### src/rtl/cmpalu_pkg.sv
package cmpalu_pkg;

  localparam int INSTR_W = 16;
  localparam int IMM_W   = 8;

  typedef enum logic [4:0] {
    OP_NONE,
    OP_ADD,
    OP_ADDI,
    OP_ADDC,
    OP_ADDV,
    OP_AND,
    OP_ANDI,
    OP_CMPEQ,
    OP_CMPGE,
    OP_CMPGT,
    OP_CMPHI,
    OP_CMPHS,
    OP_CMPSTR,
    OP_DT,
    OP_CMPPL,
    OP_CMPPZ,
    OP_EXTSB,
    OP_EXTSW,
    OP_EXTUB,
    OP_EXTUW,
    OP_DIV0S,
    OP_DIV0U,
    OP_CLRT
  } aluOp_e;

  typedef struct packed {
    aluOp_e op;
    logic   writeReg;
    logic   writeR0;
    logic   writeT;
    logic   writeMQ;
    logic   illegal;
  } aluStrobe_t;

endpackage

### src/rtl/cmpalu_decode.sv
module cmpalu_decode
  import cmpalu_pkg::*;
(
  input  logic [INSTR_W-1:0] instrWord,
  output aluStrobe_t         strobe,
  output logic [IMM_W-1:0]   immVal
);

  logic [3:0] major;
  logic [3:0] minor;
  logic [7:0] lowByte;
  aluOp_e     opSel;

  assign major   = instrWord[15:12];
  assign minor   = instrWord[3:0];
  assign lowByte = instrWord[7:0];
  assign immVal  = instrWord[IMM_W-1:0];

  always_comb begin
    opSel = OP_NONE;
    unique case (major)
      4'h3: begin
        case (minor)
          4'b1100: opSel = OP_ADD;
          4'b1110: opSel = OP_ADDC;
          4'b1111: opSel = OP_ADDV;
          4'b0000: opSel = OP_CMPEQ;
          4'b0011: opSel = OP_CMPGE;
          4'b0111: opSel = OP_CMPGT;
          4'b0110: opSel = OP_CMPHI;
          4'b0010: opSel = OP_CMPHS;
          default: opSel = OP_NONE;
        endcase
      end
      4'h7: opSel = OP_ADDI;
      4'hC: if (instrWord[11:8] == 4'b1001) opSel = OP_ANDI;
      4'h2: begin
        case (minor)
          4'b1001: opSel = OP_AND;
          4'b1100: opSel = OP_CMPSTR;
          4'b0111: opSel = OP_DIV0S;
          default: opSel = OP_NONE;
        endcase
      end
      4'h4: begin
        case (lowByte)
          8'h10:   opSel = OP_DT;
          8'h15:   opSel = OP_CMPPL;
          8'h11:   opSel = OP_CMPPZ;
          default: opSel = OP_NONE;
        endcase
      end
      4'h6: begin
        case (minor)
          4'b1110: opSel = OP_EXTSB;
          4'b1111: opSel = OP_EXTSW;
          4'b1100: opSel = OP_EXTUB;
          4'b1101: opSel = OP_EXTUW;
          default: opSel = OP_NONE;
        endcase
      end
      4'h0: begin
        if (instrWord == 16'h0008)      opSel = OP_CLRT;
        else if (instrWord == 16'h0019) opSel = OP_DIV0U;
      end
      default: opSel = OP_NONE;
    endcase
  end

  always_comb begin
    strobe          = '0;
    strobe.op       = opSel;
    strobe.illegal  = (opSel == OP_NONE);
    case (opSel)
      OP_ADD, OP_ADDI, OP_AND,
      OP_EXTSB, OP_EXTSW, OP_EXTUB, OP_EXTUW: strobe.writeReg = 1'b1;
      OP_ADDC, OP_ADDV, OP_DT: begin
        strobe.writeReg = 1'b1;
        strobe.writeT   = 1'b1;
      end
      OP_ANDI: begin
        strobe.writeReg = 1'b1;
        strobe.writeR0  = 1'b1;
      end
      OP_CMPEQ, OP_CMPGE, OP_CMPGT, OP_CMPHI, OP_CMPHS,
      OP_CMPSTR, OP_CMPPL, OP_CMPPZ, OP_CLRT: strobe.writeT = 1'b1;
      OP_DIV0S, OP_DIV0U: begin
        strobe.writeT  = 1'b1;
        strobe.writeMQ = 1'b1;
      end
      default: ;
    endcase
  end

endmodule

### src/rtl/cmpalu_datapath.sv
module cmpalu_datapath
  import cmpalu_pkg::*;
#(
  parameter int DATA_W = 32
)(
  input  aluStrobe_t        strobe,
  input  logic [IMM_W-1:0]  immVal,
  input  logic [DATA_W-1:0] rnVal,
  input  logic [DATA_W-1:0] rmVal,
  input  logic [DATA_W-1:0] r0Val,
  input  logic              tIn,
  input  logic              mIn,
  input  logic              qIn,
  output logic [DATA_W-1:0] result,
  output logic              tOut,
  output logic              mOut,
  output logic              qOut
);

  localparam int LANES = DATA_W / 8;
  localparam int MSB   = DATA_W - 1;

  logic [DATA_W:0]   sumPlain;
  logic [DATA_W:0]   sumImm;
  logic [DATA_W:0]   carryStepA;
  logic [DATA_W:0]   carryStepB;
  logic [DATA_W-1:0] immSext;
  logic [DATA_W-1:0] decVal;
  logic [DATA_W-1:0] laneXor;
  logic [LANES-1:0]  laneHit;
  logic              ovfFlag;
  logic [DATA_W-1:0] rawRes;
  logic              newT;
  logic              newM;
  logic              newQ;

  assign laneXor = rnVal ^ rmVal;

  genvar g;
  generate
    for (g = 0; g < LANES; g++) begin : g_lane
      assign laneHit[g] = (laneXor[8*g +: 8] == 8'h00);
    end
  endgenerate

  always_comb begin
    immSext    = {{(DATA_W-IMM_W){immVal[IMM_W-1]}}, immVal};
    sumPlain   = {1'b0, rnVal} + {1'b0, rmVal};
    sumImm     = {1'b0, rnVal} + {1'b0, immSext};
    carryStepA = {1'b0, rnVal} + {{DATA_W{1'b0}}, tIn};
    carryStepB = {1'b0, carryStepA[MSB:0]} + {1'b0, rmVal};
    ovfFlag    = ~(rnVal[MSB] ^ rmVal[MSB]) & (sumPlain[MSB] ^ rnVal[MSB]);
    decVal     = rnVal - {{(DATA_W-1){1'b0}}, 1'b1};
  end

  always_comb begin
    rawRes = '0;
    newT   = tIn;
    newM   = mIn;
    newQ   = qIn;
    case (strobe.op)
      OP_ADD:    rawRes = sumPlain[MSB:0];
      OP_ADDI:   rawRes = sumImm[MSB:0];
      OP_ADDC: begin
        rawRes = carryStepB[MSB:0];
        newT   = carryStepA[DATA_W] | carryStepB[DATA_W];
      end
      OP_ADDV: begin
        rawRes = sumPlain[MSB:0];
        newT   = ovfFlag;
      end
      OP_AND:    rawRes = rnVal & rmVal;
      OP_ANDI:   rawRes = r0Val & {{(DATA_W-IMM_W){1'b0}}, immVal};
      OP_CMPEQ:  newT = (rnVal == rmVal);
      OP_CMPGE:  newT = ($signed(rnVal) >= $signed(rmVal));
      OP_CMPGT:  newT = ($signed(rnVal) > $signed(rmVal));
      OP_CMPHI:  newT = (rnVal > rmVal);
      OP_CMPHS:  newT = (rnVal >= rmVal);
      OP_CMPSTR: newT = |laneHit;
      OP_DT: begin
        rawRes = decVal;
        newT   = (decVal == '0);
      end
      OP_CMPPL:  newT = ~rnVal[MSB] & (|rnVal);
      OP_CMPPZ:  newT = ~rnVal[MSB];
      OP_EXTSB:  rawRes = {{(DATA_W-8){rmVal[7]}}, rmVal[7:0]};
      OP_EXTSW:  rawRes = {{(DATA_W-16){rmVal[15]}}, rmVal[15:0]};
      OP_EXTUB:  rawRes = {{(DATA_W-8){1'b0}}, rmVal[7:0]};
      OP_EXTUW:  rawRes = {{(DATA_W-16){1'b0}}, rmVal[15:0]};
      OP_DIV0S: begin
        newQ = rnVal[MSB];
        newM = rmVal[MSB];
        newT = rnVal[MSB] ^ rmVal[MSB];
      end
      OP_DIV0U: begin
        newQ = 1'b0;
        newM = 1'b0;
        newT = 1'b0;
      end
      OP_CLRT:   newT = 1'b0;
      default: ;
    endcase
  end

  always_comb begin
    result = strobe.writeReg ? rawRes : '0;
    tOut   = strobe.writeT   ? newT   : tIn;
    mOut   = strobe.writeMQ  ? newM   : mIn;
    qOut   = strobe.writeMQ  ? newQ   : qIn;
  end

  always_comb begin
    if (strobe.op == OP_DIV0S) begin
      AST_DIV_INIT_T: assert (tOut == (mOut != qOut)) else $error("T disagrees with M and Q");
    end
    if (strobe.op == OP_DT) begin
      AST_DEC_ZERO: assert (tOut == (rnVal == {{(DATA_W-1){1'b0}}, 1'b1})) else $error("decrement T wrong");
    end
    if (strobe.op == OP_ADDV && tOut) begin
      AST_OVF_SIGNS: assert ((rnVal[MSB] == rmVal[MSB]) && (result[MSB] != rnVal[MSB])) else $error("overflow flag without sign change");
    end
  end

endmodule

### src/rtl/cmpalu_top.sv
module cmpalu_top
  import cmpalu_pkg::*;
#(
  parameter int DATA_W = 32
)(
  input  logic [15:0]       instrWord,
  input  logic [DATA_W-1:0] rnVal,
  input  logic [DATA_W-1:0] rmVal,
  input  logic [DATA_W-1:0] r0Val,
  input  logic              tIn,
  input  logic              mIn,
  input  logic              qIn,
  output logic [DATA_W-1:0] result,
  output logic              wrEn,
  output logic              wrR0,
  output logic              tOut,
  output logic              mOut,
  output logic              qOut,
  output logic              illegal
);

  aluStrobe_t       strobe;
  logic [IMM_W-1:0] immVal;

  cmpalu_decode u_decode (
    .instrWord (instrWord),
    .strobe    (strobe),
    .immVal    (immVal)
  );

  cmpalu_datapath #(.DATA_W(DATA_W)) u_datapath (
    .strobe (strobe),
    .immVal (immVal),
    .rnVal  (rnVal),
    .rmVal  (rmVal),
    .r0Val  (r0Val),
    .tIn    (tIn),
    .mIn    (mIn),
    .qIn    (qIn),
    .result (result),
    .tOut   (tOut),
    .mOut   (mOut),
    .qOut   (qOut)
  );

  assign wrEn    = strobe.writeReg;
  assign wrR0    = strobe.writeR0;
  assign illegal = strobe.illegal;

  always_comb begin
    if (illegal) begin
      AST_ILLEGAL_INERT: assert (!wrEn && tOut == tIn && mOut == mIn && qOut == qIn) else $error("illegal word changed state");
    end
    if (!wrEn) begin
      AST_IDLE_RESULT: assert (result == '0) else $error("result nonzero without write");
    end
  end

endmodule

### config.mk
export PLATFORM = sky130hd
export DESIGN_NAME = cmpalu_top
export DESIGN_NICKNAME = d
export VERILOG_FILES = /design/src/rtl/cmpalu_pkg.sv /design/src/rtl/cmpalu_decode.sv /design/src/rtl/cmpalu_datapath.sv /design/src/rtl/cmpalu_top.sv
export SDC_FILE = /design/constraint.sdc
export NUM_CORES = 1
export LEC_CHECK = 0
export BUFFER_PORTS_ARGS = -buffer_cell sky130_fd_sc_hd__buf_2
export CELL_PAD_IN_SITES_DETAIL_PLACEMENT = 1
export CELL_PAD_IN_SITES_GLOBAL_PLACEMENT = 2
export CORE_AREA = 2 2 164 166
export DETAILED_ROUTE_END_ITERATION = 16
export DIE_AREA = 0 0 166 168
export GPL_ROUTABILITY_DRIVEN = 0
export PLACE_DENSITY_LB_ADDON = 0.12
export SYNTH_ARGS = -nofsm -noshare
export SYNTH_HDL_FRONTEND = slang
export SYNTH_HIERARCHICAL = 1
export SYNTH_SLANG_ARGS = --single-unit
### constraint.sdc
create_clock -name vclk -period 9.4
set_clock_uncertainty 0.15 [all_clocks]
set_input_delay 0.47 -clock vclk [all_inputs]
set_output_delay 0.47 -clock vclk [all_outputs]
set_load 0.02 [all_outputs]
==> results.cfg <==
[yosys]
syn_avg_cell_area_sq_um = 6.74
synth_top_cell_by_area = ha_1
synth_area_sq_um = 9240
synth_common_cells = ha_1, nor2_1, a21oi_1
ys_warn_count = 6
yosysSeqAreaShare_pct = 0
synth_top_area_share_pct = 17.9
ys_types = 85
synth_nets = 1622
synth_area_leaders = ha_1, xnor2_1, a21oi_1
netlist_instances = 1372
yosys.cell_count.top_type = ha_1

[hold_path]
worstHoldPathCells = 4
min_from = mIn
worstHoldPathType = input port to output port
holdPathEnd = mOut

[flow_run]
max_cap_viol_count = 0

[die]
die_w_um = 166
die_height_um = 168
core_area_sq_um = 26400
row_count = 60
start_util_pct = 35.1
ios = 153
design.die.area_sq_um = 27900

[grt]
antenna_found_initial = 0
grt_pass1_wl_um = 62600
grt-ovfl-total = 0
grtUsageTotal_pct = 27.6
grt_pass1_vias = 11020
grt_start_max_net_pins = 29

[detailed_routing]
drt-total-wl_um = 40400
vias = 10977
antenna_left = 0
drc = 0
viasPerCell = 6.17
drt_pass1_iterations = 5
wl_per_cell_um = 22.7
dr.first_iter.drc_count = 670

[setup_path]
cp_data_required_time_ns = 8.78
crit_start = rnVal[0]
cp-end-kind = output port
critPathMaxFanout = 10
startpoint_type = input port
crit_arrival_ns = 6.26
critPathKind = input port to output port

[outcome]
status = finished, final reports clean

[timing]
fin_crit_sh_pct = 73.1
slew_headroom_pct = 23.3
setup_viol = 0
holdWs_ns = 1.10
finalCriticalPeriod_ns = 6.88
fin_tns_setup_ns = 0
fmax_ghz = 0.145
rsz0062_at_grt = no
worstMarginPinSlew_ns = 1.14
slew_violations = 0
hold_violations = 0

[clock_tree]
postCtsSetupBuffers = 0
cts_resized = 0
hold_buffers = 0

[placement]
dp_hpwl_um = 32500
placed_area_sq_um = 10100
io_buffers = 129

[final_layout]
syn2layout_area_growth_pct = 9.64
num-nets-final = 1689
layout-drive-gt1-share_pct = 12.8
clockBufferCount = 0
final_area_sq_um = 10100
seq_cells = 0
seqCellArea_sq_um = 0
diodes = 0
fill_cells = 3438

[power]
vdd_drop_max_uv = 22.9
p_total_mw = 0.534
p_leak_nw = 4.23
p_per_area_nw_per_um2 = 52.7
[stage by stage]
step                setup WS (ns)  std cells  util [%]
floorplan                    4.70       1372         -
global placement             2.75       1778      38.5
detailed placement           2.73       1778      38.5
CTS                          2.71       1778      38.5
global route                 2.24       1778      38.5
finish                       2.52       1778      38.5
[cells by family after synthesis]
family          share of synthesized area, %
xor+xnor                                12.4
mux                                     1.08
simple gates                            28.2
buf+inv                                 7.02
fa+ha+maj                               18.5
compound gates                          32.8
[metal layers]
| layer | global-route usage (%) | part of all wire [%] |
|---|---|---|
| met5 | 0 | 0 |
| met4 | 4.42 | 1.7 |
| met3 | 1.48 | 4.2 |
| met2 | 48.5 | 47 |
| met1 | 38.0 | 47 |
[final cells by class]
class                           instances  area (sq um)  share of cell area (%)
Inverter                               77           289                    2.85
Multi-Input combinational cell       1215          8650                    85.4
Tap cell                              341           427                    4.21
Timing Repair Buffer                  145           766                    7.56
[cells in the final DEF (no fill, tap or decap), drive strengths merged, types with 8 or more instances in the layout]
cell type / count
a21o: 32
nor3b: 10
nor3: 49
a221oi: 35
inv: 77
o221ai: 11
o21ai: 65
nor4: 21
a31oi: 24
a22oi: 10
a2111oi: 8
a211oi: 19
buf: 145
o211ai: 16
nand2b: 26
nand4: 31
xor2: 55
a21oi: 121
xnor2: 76
nand2: 99
and3: 20
o21a: 10
o21bai: 21
nand3: 43
o31ai: 14
nor2: 126
or4: 11
mux2i: 10
or3: 13
nor2b: 8
ha: 132
[where the power goes]
part,internal (mW),total [mW],switching [mW]
Combinational,0.197,0.534,0.337
Clock,0,0,0
Sequential,0,0,0
[worst max-delay path: stages]
cell	delay [ns]
buf_2	0.22
ha_1	0.21
and3_1	0.30
nand3_1	0.33
nor3_1	0.95
xor2_1	0.24
ha_1	0.42
nand2_1	0.12
nor2_1	0.05
a2111oi_0	0.71
o21ai_0	0.34
o21ai_0	0.54
nand3_1	0.36
and3_1	0.29
or3_1	0.34
a21oi_1	0.14
buf_2	0.19
[worst max-delay path by stage]
stage                 end  slack (ns)  cells after the start
2_1_floorplan  result[28]        4.70                     15
3_3_place_gp   result[31]        2.75                     17
3_5_place_dp   result[28]        2.73                     17
4_1_cts        result[28]        2.71                     17
5_1_grt        result[28]        2.24                     17
6_report       result[28]        2.52                     17
No activity file was read; power rests on OpenSTA's default activity.
